## config.mk

```make
export PLATFORM = sky130hd
export DESIGN_NAME = mac_irq_regblk
export DESIGN_NICKNAME = d
export VERILOG_FILES = /design/src/rtl/mac_irq_pkg.sv /design/src/rtl/mac_irq_event_bank.sv /design/src/rtl/mac_irq_doorbell.sv /design/src/rtl/mac_irq_regblk.sv
export SDC_FILE = /design/constraint.sdc
export NUM_CORES = 1
export LEC_CHECK = 0
export BUFFER_PORTS_ARGS = -buffer_cell sky130_fd_sc_hd__buf_2
export CAP_MARGIN = 20
export CORE_MARGIN = 2
export CORE_UTILIZATION = 38
export DETAILED_ROUTE_END_ITERATION = 10
export PLACE_DENSITY = 0.74
export SLEW_MARGIN = 25
export SYNTH_ARGS = -nofsm -noshare
export SYNTH_HDL_FRONTEND = slang
export SYNTH_HIERARCHICAL = 1
export SYNTH_SLANG_ARGS = --single-unit
```

## constraint.sdc

```tcl
create_clock -name clk -period 1.1 [get_ports clk]
set_input_delay 0.165 -clock clk [delete_from_list [all_inputs] [get_ports clk]]
set_output_delay 0.165 -clock clk [all_outputs]
set_load 0.05 [all_outputs]
```

## src/rtl/mac_irq_pkg.sv

```systemverilog
package mac_irq_pkg;
    typedef enum logic {
        DB_IDLE   = 1'b0,
        DB_ACTIVE = 1'b1
    } db_state_e;
endpackage

```

## src/rtl/mac_irq_event_bank.sv

```systemverilog
module mac_irq_event_bank #(
    parameter int N_SRC = 13
) (
    input  logic             clk,
    input  logic             rst_n,
    input  logic [N_SRC-1:0] src_pulse,
    input  logic             clr_we,
    input  logic [N_SRC-1:0] clr_bits,
    output logic [N_SRC-1:0] evt_q
);
    for (genvar i = 0; i < N_SRC; i++) begin : g_bit
        always_ff @(posedge clk or negedge rst_n) begin
            if (!rst_n)
                evt_q[i] <= 1'b0;
            else if (src_pulse[i])
                evt_q[i] <= 1'b1;
            else if (clr_we && clr_bits[i])
                evt_q[i] <= 1'b0;
        end
    end

    AST_PULSE_LATCHES: assert property (@(posedge clk) disable iff (!rst_n)
        (|src_pulse) |=> ((evt_q & $past(src_pulse)) == $past(src_pulse)));

    AST_W1C_CLEARS: assert property (@(posedge clk) disable iff (!rst_n)
        clr_we |=> ((evt_q & $past(clr_bits & ~src_pulse)) == '0));
endmodule

```

## src/rtl/mac_irq_doorbell.sv

```systemverilog
module mac_irq_doorbell
    import mac_irq_pkg::*;
(
    input  logic clk,
    input  logic rst_n,
    input  logic db_wr,
    input  logic poll_clr,
    output logic active
);
    db_state_e state_q, state_d;

    always_comb begin
        state_d = state_q;
        unique case (state_q)
            DB_IDLE:   if (db_wr) state_d = DB_ACTIVE;
            DB_ACTIVE: if (poll_clr && !db_wr) state_d = DB_IDLE;
            default:   state_d = DB_IDLE;
        endcase
    end

    always_ff @(posedge clk or negedge rst_n) begin
        if (!rst_n) state_q <= DB_IDLE;
        else        state_q <= state_d;
    end

    always_comb active = (state_q == DB_ACTIVE);

    AST_DB_ARM: assert property (@(posedge clk) disable iff (!rst_n)
        db_wr |=> active);

    AST_DB_RETIRE: assert property (@(posedge clk) disable iff (!rst_n)
        (poll_clr && !db_wr) |=> !active);
endmodule

```

## src/rtl/mac_irq_regblk.sv

```systemverilog
module mac_irq_regblk #(
    parameter int          DATA_W   = 32,
    parameter int          ADDR_W   = 8,
    parameter int          N_SRC    = 13,
    parameter int          DB_BIT   = 24,
    parameter logic [7:0]  EVT_OFS  = 8'h04,
    parameter logic [7:0]  MASK_OFS = 8'h08,
    parameter logic [7:0]  DB_OFS   = 8'h10
) (
    input  logic              clk,
    input  logic              rst_n,
    input  logic              reg_en,
    input  logic              reg_we,
    input  logic [ADDR_W-1:0] reg_addr,
    input  logic [DATA_W-1:0] reg_wdata,
    output logic [DATA_W-1:0] reg_rdata,
    input  logic [N_SRC-1:0]  evt_pulse_i,
    input  logic              rx_poll_clr_i,
    output logic              rx_active_o,
    output logic              irq_o
);
    localparam int SRC_LSB = DATA_W - N_SRC;
    localparam logic [DATA_W-1:0] IMPL_MASK = {{N_SRC{1'b1}}, {SRC_LSB{1'b0}}};

    logic             wr_evt, wr_mask, wr_db;
    logic [N_SRC-1:0] evt_q, mask_q;
    logic [N_SRC-1:0] wr_field;

    always_comb begin
        wr_field = reg_wdata[DATA_W-1:SRC_LSB];
        wr_evt   = reg_en && reg_we && (reg_addr == EVT_OFS[ADDR_W-1:0]);
        wr_mask  = reg_en && reg_we && (reg_addr == MASK_OFS[ADDR_W-1:0]);
        wr_db    = reg_en && reg_we && (reg_addr == DB_OFS[ADDR_W-1:0]);
    end

    mac_irq_event_bank #(.N_SRC(N_SRC)) u_evt (
        .clk       (clk),
        .rst_n     (rst_n),
        .src_pulse (evt_pulse_i),
        .clr_we    (wr_evt),
        .clr_bits  (wr_field),
        .evt_q     (evt_q)
    );

    always_ff @(posedge clk or negedge rst_n) begin
        if (!rst_n)       mask_q <= '0;
        else if (wr_mask) mask_q <= wr_field;
    end

    mac_irq_doorbell u_db (
        .clk      (clk),
        .rst_n    (rst_n),
        .db_wr    (wr_db),
        .poll_clr (rx_poll_clr_i),
        .active   (rx_active_o)
    );

    always_comb irq_o = |(evt_q & mask_q);

    always_comb begin
        reg_rdata = '0;
        unique case (reg_addr)
            EVT_OFS[ADDR_W-1:0]:  reg_rdata[DATA_W-1:SRC_LSB] = evt_q;
            MASK_OFS[ADDR_W-1:0]: reg_rdata[DATA_W-1:SRC_LSB] = mask_q;
            DB_OFS[ADDR_W-1:0]:   reg_rdata[DB_BIT]           = rx_active_o;
            default:              reg_rdata = '0;
        endcase
    end

    AST_IRQ_HOLD: assert property (@(posedge clk) disable iff (!rst_n)
        (irq_o && !wr_evt && !wr_mask) |=> irq_o);

    AST_MASK_READBACK: assert property (@(posedge clk) disable iff (!rst_n)
        wr_mask |=> ((reg_addr != MASK_OFS[ADDR_W-1:0]) ||
                     (reg_rdata == ($past(reg_wdata) & IMPL_MASK))));

    AST_MASK_BLOCKS: assert property (@(posedge clk) disable iff (!rst_n)
        (mask_q == '0) |-> !irq_o);
endmodule

```

==> results.py, run 1 <==
metrics = {
    "power": {
        "vdd_drop_max_v": 0.0004502,
        "p_leak_uw": 0.001243,
        "p_per_area_nw_per_um2": 829.1,
    },
    "critical_path": {
        "worstPathRequired_ns": 0.94,
        "crit_cells": 4,
        "rr_endpoint": "u_db/active",
        "worstPathArrival_ns": 1.57,
        "path_max_fanout": 2,
        "crit_chain": "a222oi_1 > and3_1 > nand3_2 > buf_6",
        "critical_path.slowest_cell": "dfrtp_1",
        "reg2reg_depth": 3,
        "crit_family": "flip-flops",
        "r2r_start": "u_db/active",
        "rrSetupSlack_ns": 0.14,
        "critPathBufInv": 1,
        "crit_path_end_kind": "output pin",
        "start_kind": "register",
        "crit_path_max_incr_delay_ns": 0.40,
        "crit_type": "register to output pin",
    },
    "placed_design": {
        "dpl.hpwl_mm": 2.710,
        "port_buffers": 53,
        "gp_congestion": 0.9254,
    },
    "floorplanning": {
        "die-area_um2": 4442,
        "initial_utilization": 0.4013,
        "rows": 22,
        "ios": 92,
        "die_h_um": 66.65,
        "dieWidth_um": 66.65,
        "core-area_um2": 3716,
    },
    "cells_and_area": {
        "most-common-layout-cells": "buf_2 (35), dfrtp_1 (26), buf_4 (26)",
        "layout_commonest_cell": "buf_2",
        "finalNetCount": 275,
        "syn_to_final_growth_pct": 65.60,
        "n_antenna_cell": 0,
        "drive_gt1_frac": 0.6574,
        "final_util": 0.6646,
    },
    "synth": {
        "synth_xor_area_frac": 0,
        "ys.flop_type": "dfrtp_1",
        "synth-adder-area-share": 0,
        "yosysWarnings": 6,
        "yosysUniqueCellTypes": 25,
        "ys_seq_elements": 27,
        "synth_edf_count": 0,
        "async_flop_share": 1.000,
        "synth_top_family_by_area": "compound AO/OA/AOI/OAI gates",
        "postSynthAreaPerCell_um2": 11.84,
        "ys_seq_area_frac": 0.4530,
        "yosys.area_share.simple": 0.1107,
        "syn_area_um2": 1491,
        "synth_compound_area_frac": 0.1812,
        "netlist_instances": 126,
        "synthMuxAreaShare": 0.1233,
    },
    "timing": {
        "hold_viol": 0,
        "rsz0062_at_grt": "true",
        "hold_ws_ns": 0.05826,
        "final-max-slew-violation-count": 0,
        "clock_skew_ns": 0,
        "finalCriticalPeriod_ns": 1.732,
        "final.period_utilization": 1.575,
        "finalSetupViolations": 28,
        "setup_ws_ns": -0.6322,
        "fmax_ghz": 0.5773,
    },
    "global_routing": {
        "grt_first_pass_wirelength_mm": 6.561,
        "grt_max_degree": 17,
        "use_met2": 0.3588,
        "grt-ovfl-total": 0,
        "grt_pass1_vias": 1355,
        "grt.met3_usage": 0.03041,
        "antenna_found_initial": 0,
        "grt-busiest-layer": "met2",
        "grtUsageTotal": 0.1980,
        "use_met1": 0.2519,
    },
    "detailed_routing": {
        "firstDrtPassIters": 4,
        "drc_errors": 0,
        "drtAntennaViolNets": 0,
        "wl_mm": 4.278,
        "via_per_inst": 4.917,
        "drt_iter0_drc": 48,
        "wl_per_cell_um": 16.20,
        "vias": 1298,
    },
    "clocking": {
        "cts_max_path_buffers": 2,
        "cts_root_buf": "clkbuf_8",
        "cts_tree": "done",
        "clk_latency_ns": 0.27,
        "h-tree-depth": 1,
        "clk_pin_slew_ns": 0.10,
        "numCtsBuffers": 3,
        "clock-sinks": 27,
    },
    "worst_hold_path": {
        "hold_start": "evt_pulse_i[2]",
        "hold_class": "input port to register",
        "hold_end": "u_evt/evt_q[2]",
        "worstHoldPathCells": 2,
    },
    "run_status": {
        "violations": "negative setup slack",
        "status": "complete, but fails checks",
    },
    "run": {
        "cap_violations": 0,
    },
}
==> per-layer routing <==
layer | vias up | wire, um
met5 | - | 0
met4 | 0 | 18
met3 | 2 | 180
met2 | 47 | 2248
met1 | 645 | 1831
li1 | 604 | -
==> registers in the layout, indices dropped and copies added (netlist names) <==
register     flops
mask_q          13
u_evt/evt_q     13
u_db/active      1
==> worst max-delay path by stage <==
| stage | from | to | slack (ns) |
|---|---|---|---|
| final | mask_q[2] | irq_o | -0.63 |
| after global routing | mask_q[2] | irq_o | -0.73 |
| after CTS | mask_q[2] | irq_o | -0.65 |
| after detailed placement | reg_addr[3] | reg_rdata[28] | -0.46 |
| after global placement | reg_addr[3] | reg_rdata[28] | -0.44 |
| after floorplan | reg_addr[3] | u_evt/evt_q[0] | -0.30 |
==> cells in the mapped netlist (2+ instances only) <==
cell | number | area, um2
dfrtp_1 | 27 | 675.7
buf_4 | 20 | 150.1
a21o_1 | 14 | 105.1
a22o_1 | 13 | 113.9
nand2_1 | 13 | 48.80
mux2_4 | 10 | 150.1
and3_1 | 4 | 25.02
a22oi_1 | 3 | 22.52
buf_6 | 3 | 33.78
mux2_2 | 3 | 33.78
and2_1 | 2 | 12.51
==> per-stage QoR <==
| step | setup TNS, ns | area (um2) | total power, uW | cells | worst slack, ns |
|---|---|---|---|---|---|
| after floorplan | -6.022 | 1597 | 1326 | 144 | -0.2986 |
| after global placement | -11.64 | 1964 | 1421 | 249 | -0.4427 |
| after detailed placement | -11.94 | 1964 | 1425 | 249 | -0.4579 |
| after CTS | -5.749 | 2401 | 2041 | 260 | -0.6457 |
| after global routing | -7.894 | 2470 | 2131 | 264 | -0.7283 |
| final | -6.717 | 2470 | 2048 | 264 | -0.6322 |
==> layout make-up <==
class                   count  area, um2
clock buffers               3      41.29
clock inverters             1      7.507
fillers                   295       1246
inverters                   1      3.754
multi-input cells          93      873.3
flip-flops and latches     27      676.9
well taps                  48      60.06
repair buffers             91      807.0
==> cells by family (layout without fill, tap and decap cells) <==
kind of cell / after synthesis / count (layout)
compound gates: 33 / 33
flops: 27 / 27
simple gates: 27 / 28
buf+inv: 25 / 96
mux: 13 / 13
other cells: 1 / 19
==> where the power goes <==
part           switching (uW)  leakage [uW]  total, uW  internal (uW)
Combinational             296      0.000915        451            155
Clock                     325     0.0000217        582            257
Sequential               9.53      0.000306       1010           1000
Total                     630       0.00124       2050           1420
==> what timing repair did <==
action | 4_1_cts | 5_1_grt
cloned | 2 | 1
buffers inserted | 4 | 6
endpoints found under the hold margin | 11 | 0
setup endpoints to repair | 28 | 28
pin swaps | 14 | 25
gates resized for setup | 74 | 17
hold buffers | 1 | 0
Power figures use the tool's default switching activity.
==> run 2: changes to the inputs <==
Settings changed: SKIP_CTS_REPAIR_TIMING set to 1.
==> run 2 against run 1 <==
The flow still finishes with violations (negative setup slack). First-iteration DRC count shrank 19%. Critical path depth unchanged. Clock skew stayed put. Final cell count fell by 2.3%. Clock-buffer cell count is the same. Clock power about the same. Maximum frequency about the same. Combinational power decreased by 4%. Worst hold slack got worse by 0.0018 ns. Sequential share of layout area increased by 0.92 points. Highest routed layer is now met3.
==> results.py, run 2 (synthesized netlist as in run 1, its figures left out) <==
metrics = {
    "cells_and_area": {
        "layout_commonest_cell": "buf_2",
        "syn_to_final_growth_pct": 60.23,
        "drive_gt1_frac": 0.6571,
        "finalNetCount": 269,
        "final_util": 0.6431,
        "most-common-layout-cells": "buf_2 (36), dfrtp_1 (26), buf_4 (24)",
        "n_antenna_cell": 0,
    },
    "floorplanning": {
        "die-area_um2": 4442,
        "dieWidth_um": 66.65,
        "rows": 22,
        "initial_utilization": 0.4013,
        "core-area_um2": 3716,
        "ios": 92,
        "die_h_um": 66.65,
    },
    "placed_design": {
        "port_buffers": 53,
        "gp_congestion": 0.9254,
        "dpl.hpwl_mm": 2.710,
    },
    "critical_path": {
        "worstPathArrival_ns": 1.57,
        "crit_chain": "a222oi_1 > and3_1 > nand3_2 > buf_6",
        "critPathBufInv": 1,
        "worstPathRequired_ns": 0.94,
        "crit_path_end_kind": "output pin",
        "critical_path.slowest_cell": "dfrtp_1",
        "path_max_fanout": 2,
        "crit_family": "flip-flops",
        "start_kind": "register",
        "crit_type": "register to output pin",
        "crit_path_max_incr_delay_ns": 0.39,
    },
    "detailed_routing": {
        "wl_mm": 3.934,
        "vias": 1260,
        "drt_iter0_drc": 39,
        "wirelength_met1_mm": 1.751,
        "wl_met3_um": 177,
        "via_per_inst": 4.884,
        "wl_per_cell_um": 15.25,
        "drtAntennaViolNets": 0,
        "firstDrtPassIters": 4,
        "met2_length_mm": 2.005,
        "drc_errors": 0,
        "top_layer": "met3",
    },
    "run_status": {
        "violations": "negative setup slack",
        "status": "complete, but fails checks",
    },
    "global_routing": {
        "grtUsageTotal": 0.1647,
        "grt_max_degree": 17,
        "grt_first_pass_wirelength_mm": 5.547,
        "antenna_found_initial": 0,
        "grt_pass1_vias": 1191,
        "grt-ovfl-total": 0,
    },
    "timing": {
        "final.period_utilization": 1.576,
        "clock_skew_ns": 0,
        "hold_viol": 0,
        "finalSetupViolations": 28,
        "fmax_ghz": 0.5770,
        "finalCriticalPeriod_ns": 1.733,
        "final-max-slew-violation-count": 0,
        "hold_ws_ns": 0.05648,
        "rsz0062_at_grt": "true",
        "setup_ws_ns": -0.6332,
    },
    "clocking": {
        "h-tree-depth": 1,
        "cts_tree": "done",
        "cts_root_buf": "clkbuf_8",
        "clock-sinks": 27,
        "clk_latency_ns": 0.27,
        "clk_pin_slew_ns": 0.10,
        "cts_max_path_buffers": 2,
        "numCtsBuffers": 3,
    },
    "worst_hold_path": {
        "hold_class": "input port to register",
    },
    "power": {
        "p_per_area_nw_per_um2": 848.3,
        "vdd_drop_max_v": 0.0004434,
        "p_leak_uw": 0.001205,
        "p_total_uw": 2027,
    },
    "run": {
        "cap_violations": 0,
    },
}
-- run 2: area by class of cell --
cell class              count  area [um2]
flip-flops and latches     27       676.9
fillers                   296        1326
inverters                   1       3.754
multi-input cells          93       868.3
clock buffers               3       41.29
repair buffers             85       732.0
clock inverters             1       7.507
well taps                  48       60.06
-- run 2: final timing paths --
| path | startpoint | to | slack (ns) | cells after the start |
|---|---|---|---|---|
| min in group asynchronous | rst_n | mask_q[11] | 0.31 | 2 |
| hold / removal | evt_pulse_i[5] | u_evt/evt_q[5] | 0.06 | 2 |
| setup / recovery | mask_q[2] | irq_o | -0.63 | 4 |
| hold reg to reg | u_evt/evt_q[5] | u_evt/evt_q[5] | 0.53 | 1 |
| max in group asynchronous | rst_n | u_evt/evt_q[9] | 0.38 | 3 |
| setup reg to reg | mask_q[4] | mask_q[4] | 0.19 | 2 |
-- run 2: report_power, final --
group / internal (uW) / switching (uW) / leakage (uW)
clock network: 257 / 321 / 0.0000217
logic: 144 / 290 / 0.000877
registers: 1000 / 9.29 / 0.000306
-- run 2: per-layer routing --
metal,vias up,GRT usage
met5,-,0
met4,0,0.03061
met3,0,0.02872
met2,42,0.2938
met1,627,0.2092
li1,591,-
-- run 2: per-stage QoR --
| step | setup TNS (ns) | instances | worst slack [ns] | cell area, um2 |
|---|---|---|---|---|
| 2_1_floorplan | -6.022 | 144 | -0.2986 | 1597 |
| 3_3_place_gp | -11.64 | 249 | -0.4427 | 1964 |
| 3_5_place_dp | -11.94 | 249 | -0.4579 | 1964 |
| 4_1_cts | -6.746 | 253 | -0.6867 | 2013 |
| 5_1_grt | -6.783 | 258 | -0.7231 | 2390 |
| 6_report | -5.556 | 258 | -0.6332 | 2390 |
